==> src/rtl/bus_unstick_pkg.sv <==
package bus_unstick_pkg;
  // register addresses
  localparam int REG_CFG  = 0;
  localparam int REG_STAT = 1;
  localparam int REG_LOAD = 2;
  // field positions in the configuration word
  localparam int CFG_GO_BIT   = 0;
  localparam int CFG_TERM_BIT = 1;
  localparam int CFG_STOP_BIT = 2;
  localparam int CFG_THR_LSB  = 16;

  typedef enum logic [2:0] {
    ST_IDLE,
    ST_LOW,
    ST_HIGH,
    ST_STP_SCL,
    ST_STP_SDA,
    ST_STP_RSCL,
    ST_STP_RSDA
  } seq_st_e;
endpackage

==> src/rtl/bus_unstick_regs.sv <==
module bus_unstick_regs
  import bus_unstick_pkg::*;
#(
  parameter int DATA_W  = 32,
  parameter int ADDR_W  = 2,
  parameter int THR_W   = 8,
  parameter int THR_RST = 18
) (
  input  logic              clk,
  input  logic              rst,
  input  logic              wr_en,
  input  logic [ADDR_W-1:0] wr_addr,
  input  logic [DATA_W-1:0] wr_data,
  input  logic [ADDR_W-1:0] rd_addr,
  output logic [DATA_W-1:0] rd_data,
  input  logic              busy,
  input  logic              ok,
  output logic              start,
  output logic [THR_W-1:0]  act_thr,
  output logic              act_term,
  output logic              act_stp
);
  localparam logic [ADDR_W-1:0] A_CFG  = ADDR_W'(REG_CFG);
  localparam logic [ADDR_W-1:0] A_STAT = ADDR_W'(REG_STAT);
  localparam logic [ADDR_W-1:0] A_LOAD = ADDR_W'(REG_LOAD);
  localparam logic [THR_W-1:0]  THR_INIT = THR_W'(THR_RST);

  logic [THR_W-1:0]  stg_thr;
  logic              stg_term, stg_stp, pend;
  logic              cfg_wr, load_wr, copy;
  logic [DATA_W-1:0] rd_mux;
  logic              unused_wr;

  assign unused_wr = ^wr_data;
  assign cfg_wr  = wr_en && (wr_addr == A_CFG);
  assign load_wr = wr_en && (wr_addr == A_LOAD) && wr_data[0];
  assign copy    = pend && !busy;
  assign start   = cfg_wr && wr_data[CFG_GO_BIT] && !busy;

  always_comb begin
    rd_mux = '0;
    case (rd_addr)
      A_CFG: begin
        rd_mux[CFG_THR_LSB +: THR_W] = stg_thr;
        rd_mux[CFG_STOP_BIT]         = stg_stp;
        rd_mux[CFG_TERM_BIT]         = stg_term;
        rd_mux[CFG_GO_BIT]           = busy;
      end
      A_STAT:  rd_mux[0] = ok;
      A_LOAD:  rd_mux[0] = pend;
      default: rd_mux = '0;
    endcase
  end

  always_ff @(posedge clk) begin
    if (rst) begin
      stg_thr  <= THR_INIT;
      stg_term <= 1'b0;
      stg_stp  <= 1'b0;
      act_thr  <= THR_INIT;
      act_term <= 1'b0;
      act_stp  <= 1'b0;
      pend     <= 1'b0;
      rd_data  <= '0;
    end else begin
      if (cfg_wr) begin
        stg_thr  <= wr_data[CFG_THR_LSB +: THR_W];
        stg_term <= wr_data[CFG_TERM_BIT];
        stg_stp  <= wr_data[CFG_STOP_BIT];
      end
      if (load_wr)   pend <= 1'b1;
      else if (copy) pend <= 1'b0;
      if (copy) begin
        act_thr  <= stg_thr;
        act_term <= stg_term;
        act_stp  <= stg_stp;
      end
      rd_data <= rd_mux;
    end
  end
endmodule

==> src/rtl/bus_unstick_seq.sv <==
module bus_unstick_seq
  import bus_unstick_pkg::*;
#(
  parameter int THR_W = 8
) (
  input  logic             clk,
  input  logic             rst,
  input  logic             tick,
  input  logic             start,
  input  logic [THR_W-1:0] thr,
  input  logic             term,
  input  logic             stp,
  input  logic             sda_in,
  output logic             busy,
  output logic             scl_oe,
  output logic             sda_oe,
  output logic             done,
  output logic             ok
);
  seq_st_e          st_q, st_n;
  logic [THR_W-1:0] cnt_q, cnt_n, thr_eff;
  logic [THR_W:0]   cnt_inc;
  logic             fin, fin_ok;

  assign thr_eff = (thr == '0) ? THR_W'(1) : thr;
  assign cnt_inc = {1'b0, cnt_q} + 1'b1;

  always_comb begin
    st_n   = st_q;
    cnt_n  = cnt_q;
    fin    = 1'b0;
    fin_ok = ok;
    case (st_q)
      ST_IDLE: if (start) begin
        st_n  = ST_LOW;
        cnt_n = '0;
      end
      ST_LOW: if (tick) st_n = ST_HIGH;
      ST_HIGH: if (tick) begin
        cnt_n = cnt_inc[THR_W-1:0];
        if ((term && sda_in) || (cnt_inc >= {1'b0, thr_eff})) begin
          if (stp) st_n = ST_STP_SCL;
          else begin
            st_n   = ST_IDLE;
            fin    = 1'b1;
            fin_ok = sda_in;
          end
        end else begin
          st_n = ST_LOW;
        end
      end
      ST_STP_SCL:  if (tick) st_n = ST_STP_SDA;
      ST_STP_SDA:  if (tick) st_n = ST_STP_RSCL;
      ST_STP_RSCL: if (tick) st_n = ST_STP_RSDA;
      ST_STP_RSDA: if (tick) begin
        st_n   = ST_IDLE;
        fin    = 1'b1;
        fin_ok = sda_in;
      end
      default: st_n = ST_IDLE;
    endcase
  end

  always_ff @(posedge clk) begin
    if (rst) begin
      st_q   <= ST_IDLE;
      cnt_q  <= '0;
      busy   <= 1'b0;
      scl_oe <= 1'b0;
      sda_oe <= 1'b0;
      done   <= 1'b0;
      ok     <= 1'b0;
    end else begin
      st_q   <= st_n;
      cnt_q  <= cnt_n;
      busy   <= (st_n != ST_IDLE);
      scl_oe <= (st_n == ST_LOW) || (st_n == ST_STP_SCL) || (st_n == ST_STP_SDA);
      sda_oe <= (st_n == ST_STP_SDA) || (st_n == ST_STP_RSCL);
      done   <= fin;
      ok     <= fin_ok;
    end
  end
endmodule

==> src/rtl/bus_unstick.sv <==
module bus_unstick #(
  parameter int DATA_W  = 32,
  parameter int ADDR_W  = 2,
  parameter int THR_W   = 8,
  parameter int THR_RST = 18
) (
  input  logic              clk,
  input  logic              rst,
  input  logic              tick_en,
  input  logic              wr_en,
  input  logic [ADDR_W-1:0] wr_addr,
  input  logic [DATA_W-1:0] wr_data,
  input  logic [ADDR_W-1:0] rd_addr,
  output logic [DATA_W-1:0] rd_data,
  input  logic              sda_in,
  output logic              scl_oe,
  output logic              sda_oe,
  output logic              done_irq
);
  logic             seq_busy, seq_ok, start;
  logic [THR_W-1:0] act_thr;
  logic             act_term, act_stp;

  bus_unstick_regs #(
    .DATA_W(DATA_W), .ADDR_W(ADDR_W), .THR_W(THR_W), .THR_RST(THR_RST)
  ) u_regs (
    .clk(clk), .rst(rst), .wr_en(wr_en), .wr_addr(wr_addr), .wr_data(wr_data),
    .rd_addr(rd_addr), .rd_data(rd_data), .busy(seq_busy), .ok(seq_ok),
    .start(start), .act_thr(act_thr), .act_term(act_term), .act_stp(act_stp)
  );

  bus_unstick_seq #(.THR_W(THR_W)) u_seq (
    .clk(clk), .rst(rst), .tick(tick_en), .start(start), .thr(act_thr),
    .term(act_term), .stp(act_stp), .sda_in(sda_in), .busy(seq_busy),
    .scl_oe(scl_oe), .sda_oe(sda_oe), .done(done_irq), .ok(seq_ok)
  );
endmodule

==> config.mk <==
export PLATFORM = sky130hd
export DESIGN_NAME = bus_unstick
export DESIGN_NICKNAME = d
export VERILOG_FILES = /design/src/rtl/bus_unstick_pkg.sv /design/src/rtl/bus_unstick_regs.sv /design/src/rtl/bus_unstick_seq.sv /design/src/rtl/bus_unstick.sv
export SDC_FILE = /design/constraint.sdc
export NUM_CORES = 1
export LEC_CHECK = 0
export ABC_AREA = 1
export BUFFER_PORTS_ARGS = -buffer_cell sky130_fd_sc_hd__clkbuf_2
export CORE_MARGIN = 4
export CORE_UTILIZATION = 50
export CTS_CLUSTER_SIZE = 40
export DETAILED_ROUTE_END_ITERATION = 6
export PLACE_DENSITY = 0.89
export RECOVER_POWER = 100
export SLEW_MARGIN = 25
export SYNTH_ARGS = -nofsm -noshare
export SYNTH_HDL_FRONTEND = slang
export SYNTH_SLANG_ARGS = --single-unit
==> constraint.sdc <==
create_clock -name clk -period 2.8 [get_ports clk]
set_input_delay 0.56 -clock clk [delete_from_list [all_inputs] [get_ports clk]]
set_output_delay 0.56 -clock clk [all_outputs]
set_load 0.005 [all_outputs]
[Yosys cells after proc, flatten, opt, wreduce, memory -nomap -nowiden]
Cells that the tools add are included.
Word-level totals
  flip-flop bits (word level): 69
  output and inout bits: 35
  word-level logic and storage cells: 88
Operators by class
  add/sub/neg operators: 1
  order comparisons: 1
  eq/ne operators: 18
  multiplexer cells: 27
  bitwise logic cells: 1
  reductions and logical operators: 23
Operators by type and width (count)
  8-bit two-way mux: 3
  3-bit two-way mux: 7
  3-bit one-hot mux with 7 select lines: 1
  8-bit one-hot mux with 2 select lines: 1
  3-bit equality test, second input constant: 5
  1-bit two-way mux: 10
  8-bit by 1-bit adder with 9-bit output, second input constant: 1
  3-bit by 2-bit equality test with 1-bit output, second input constant: 3
  9-bit by 8-bit greater-or-equal comparator with 1-bit output: 1
  8-bit logical NOT: 1
  2-bit != test, second input constant: 4
  1-bit logical AND: 7
  3-bit by 1-bit equality test with 1-bit output, second input constant: 2
  2-bit nonzero test: 3
  5-bit AND reduction: 1
  2-bit equality test, second input constant: 2
  2-bit logical NOT: 2
  1-bit logical OR: 4
  2-bit two-way mux: 2
  1-bit one-hot mux with 2 select lines: 2
  3-bit logical NOT: 1
  1-bit one-hot mux with 3 select lines: 1
  3-bit AND reduction: 1
  3-bit nonzero test: 1
  5 further kinds: 5

[Longest topological paths before layout]
  word-level depth: 10
  mapped depth: 20
  mapped depth without buffers: 20

[By module]
Synthesis repeated with hierarchy kept, for this count alone.
Unflattened totals
  cells, all modules: 335
  area, all modules: 2414.8 um^2
By module, submodules not included
  bus_unstick_regs: instances 1, cells each 184, area each 1357.6 um^2, seq. area each 640.6 um^2
  bus_unstick_seq: instances 1, cells each 151, area each 1057.3 um^2, seq. area each 320.3 um^2

[Least setup slack after synthesis]
OpenSTA, ideal clock, no wires.
  path kind: register -> register
  from: reg u_seq.cnt_q[0]
  to: reg u_seq.busy
  arrival time: 2.089 ns
  required time: 2.680 ns
  path slack: 0.591 ns
  stages on the path, launching flop included: 18
  clock period less this slack: 2.209 ns
  path through: dfxtp_1 -> ha_1 -> nand3_2 -> xnor2_1 -> ha_1 -> nand2_1 -> inv_1 -> nand2_1 -> nand3_1 -> nand2_1 -> nand2_1 -> nand2_1 -> nand2_4 -> nand2_1 -> nand2_1 -> a21oi_2 -> nor2_1 -> or2_1
Between the ends
  longest elaborated chain between the ends: 7
RTL lines
  from (decl): RTL line bus_unstick_seq.sv:21  | logic [THR_W-1:0] cnt_q, cnt_n, thr_eff;
  from (signal assigned): RTL line bus_unstick_seq.sv:75  | cnt_q <= cnt_n;
  8-bit by 1-bit adder with 9-bit output: RTL line bus_unstick_seq.sv:26  | assign cnt_inc = {1'b0, cnt_q} + 1'b1;
  9-bit by 8-bit greater-or-equal comparator with 1-bit output: RTL line bus_unstick_seq.sv:41  | if ((term && sda_in) || (cnt_inc >= {1'b0, thr_eff})) begin
  1-bit logical OR: RTL line bus_unstick_seq.sv:41
  2-bit two-way mux: RTL line bus_unstick_seq.sv:41
  3-bit two-way mux: RTL line bus_unstick_seq.sv:39  | ST_HIGH: if (tick) begin
  3-bit one-hot mux with 7 select lines: RTL line bus_unstick_seq.sv:33  | case (st_q)
  3-bit nonzero test: RTL line bus_unstick_seq.sv:76  | busy <= (st_n != ST_IDLE);
  to (signal assigned): RTL line bus_unstick_seq.sv:76
  to (decl): RTL line bus_unstick_seq.sv:14  | output logic busy,
Every way passes these cells.
A chain may end at the register's enable or synchronous reset.

[Worst setup path after layout]
  from: reg u_seq.cnt_q[1]
  to: reg u_seq.busy
Same word-level chain as after synthesis.

==> flow_summary.ini <==
[routing]
wl_per_cell_um = 11.61
via_count = 1832
route.detailed.drc = 0
routed_wl_um = 4341
final_antenna_net_count = 0
first_pass_iters = 4
drtIter0Drc = 114
via_per_inst = 4.898

[clock_tree]
clock-root-buffer = clkbuf_8
clk_path_buf_depth = 2
htreeDepth = 2
cts_tree = done
post_cts_buffers = 0
numClockSinks = 48
clk_latency_ps = 300
clk_pin_slew_ps = 90
cts_buffers = 5
cts_resized = 0
cts_hold_buf = 0

[timing]
fin_crit_ps = 2565
fin_skew_ps = 10.57
setup_viol = 0
post-route-period-util_pct = 91.61
final-max-slew-violation-count = 0
max_slew_margin_pct = 55.98
clock.fmax_mhz = 389.9
finalSetupTns_ps = 0
grt_setup_unrepaired = no
whs_ps = 442.6
final_hold_viol_count = 0
tightest_slew_ps = 659.6

[outcome]
status = finished clean

[global_route]
grt_max_degree = 26
grt_pass1_wl_um = 7051
antenna_found_initial = 0
overflow = 0
first_global_vias = 1690
track_usage_pct = 16.49

[floorplanning]
initial_core_util_pct = 51.35
core_um2 = 4354
io_pins = 76
die_width_um = 74.87
die_area_um2 = 5606
core.rowCount = 24
die_h_um = 74.87

[synthesis]
ys_types = 31
netlist_area_um2 = 2236
synthTopCellsByCount = dfxtp_1, nand2_1, inv_1, a21oi_1, buf_4
avgSynthCellArea_um2 = 7.764
synth_top_cell_area_share_pct = 42.98
seq_area_frac_synth_pct = 42.98
synth_seq_cells = 48
synth-edff-count = 0
synthFlopType = dfxtp_1
synthCells = 288
synth_top_area_cell = dfxtp_1
synth_area_leaders = dfxtp_1, nand2_1, a21oi_1
yosys_warnings = 0
async_flop_share_pct = 0

[pwr]
power-per-cell-area_nw_per_um2 = 516.9
total_power_mw = 1.273
ir_worst_vdd_mv = 0.3224
power.leakage_nw = 1.160

[setup_path]
startpoint_type = flop
cp_max_fo = 3
crit_family = simple AND/OR/NAND/NOR gates
required_ps = 2990
cp_common_cell = nand2_1
crit_type = flop to flop
end_kind = flop
crit_slowest_cell = dfxtp_1
arrival_ps = 2750
critPathMaxStageDelay_ps = 380
worstPathCellList = ha_1, nand3_2, nor2_4, xor2_1, ha_1, a21oi_1, nand2_1, nand2_1, nand2_4, nand2_1, nand2_1, a21oi_2, nor2_1, or2_1
critical_path_buf_inv_count = 0

[flow_run]
drv_cap = 0

[placed_design]
gp_congestion = 0.8217
portBuffers = 33
dp_hpwl_um = 3211

[final_layout]
drive_above_1_share_pct = 15.84
layout.nets = 371
diodes = 0
nFillCells = 396
synthToLayoutAreaGrowth_pct = 10.18

[hold_path]
hold_path.class = input pin to flop
cell type report:
class	instances	area (µm²)	share of cell area (%)
well taps	52	65.06	2.641
repair buffers	33	153.9	6.247
clock buffers	6	72.57	2.946
multi-input cells	191	1015	41.19
inverters	42	160.2	6.501
clock inverters	2	35.03	1.422
flip-flops and latches	48	962.2	39.06
cell usage in the layout (no fill, tap or decap), drive strengths merged, types with 2 or more instances in the layout:
master,instances
a211oi,2
a21oi,33
clkbuf,38
conb,21
dfxtp,48
ha,9
inv,42
nand2,55
nand3,10
nand4,2
nor2,22
nor3,2
o211ai,4
o21ai,20
xnor2,3
xor2,3
final timing paths:
kind	start	endpoint	slack, ps	cells past startpoint
max reg2reg	u_seq.cnt_q[1]$_SDFFE_PP0P_	u_seq.busy$_SDFF_PP0_	230	14
min	rd_addr[0]	u_regs.rd_data[0]$_SDFF_PP0_	440	2
max	u_seq.cnt_q[1]$_SDFFE_PP0P_	u_seq.busy$_SDFF_PP0_	230	14
min reg2reg	u_regs.stg_thr[4]$_SDFFE_PP1P_	u_regs.rd_data[20]$_SDFF_PP0_	460	2
registers in the layout, indices dropped and copies added (netlist names), 3 cells and up:
register and cells:
u_regs.stg_thr 8, u_regs.act_thr 8, u_regs.rd_data 11, u_seq.cnt_q 8, u_seq.st_q 3
per-stage QoR:
step	cells	utilization [%]	area, µm²	worst slack, ps
2_1_floorplan	308	-	2311	590.8
6_report	374	56.58	2464	235.0
3_3_place_gp	366	54.22	2361	342.2
3_5_place_dp	366	54.22	2361	286.4
4_1_cts	374	56.70	2469	210.6
5_1_grt	374	56.58	2464	2.482
cells by family after synthesis:
| group | count (synthesis) | share of synthesized area, % |
|---|---|---|
| buffers and inverters | 69 | 15.22 |
| XOR/XNOR | 6 | 2.351 |
| other | 1 | 0.1677 |
| AND/OR/NAND/NOR | 93 | 19.19 |
| adder cells (fa/ha/maj) | 9 | 5.036 |
| flip-flops | 48 | 42.98 |
| AO/OA/AOI/OAI | 62 | 15.05 |
where the power goes:
| part | internal [mW] | switching (mW) | total (mW) |
|---|---|---|---|
| Clock | 0.265 | 0.227 | 0.492 |
| Combinational | 0.0258 | 0.0513 | 0.0771 |
| Sequential | 0.697 | 0.00714 | 0.705 |
| Total | 0.988 | 0.285 | 1.27 |
per-layer routing:
| metal | GRT usage (%) | routed length (µm) |
|---|---|---|
| met1 | 18.01 | 1777 |
| met2 | 30.17 | 2244 |
| met3 | 4.139 | 233 |
| met4 | 6.719 | 86 |
| met5 | 0 | 0 |
Power figures use the tool's default switching activity.
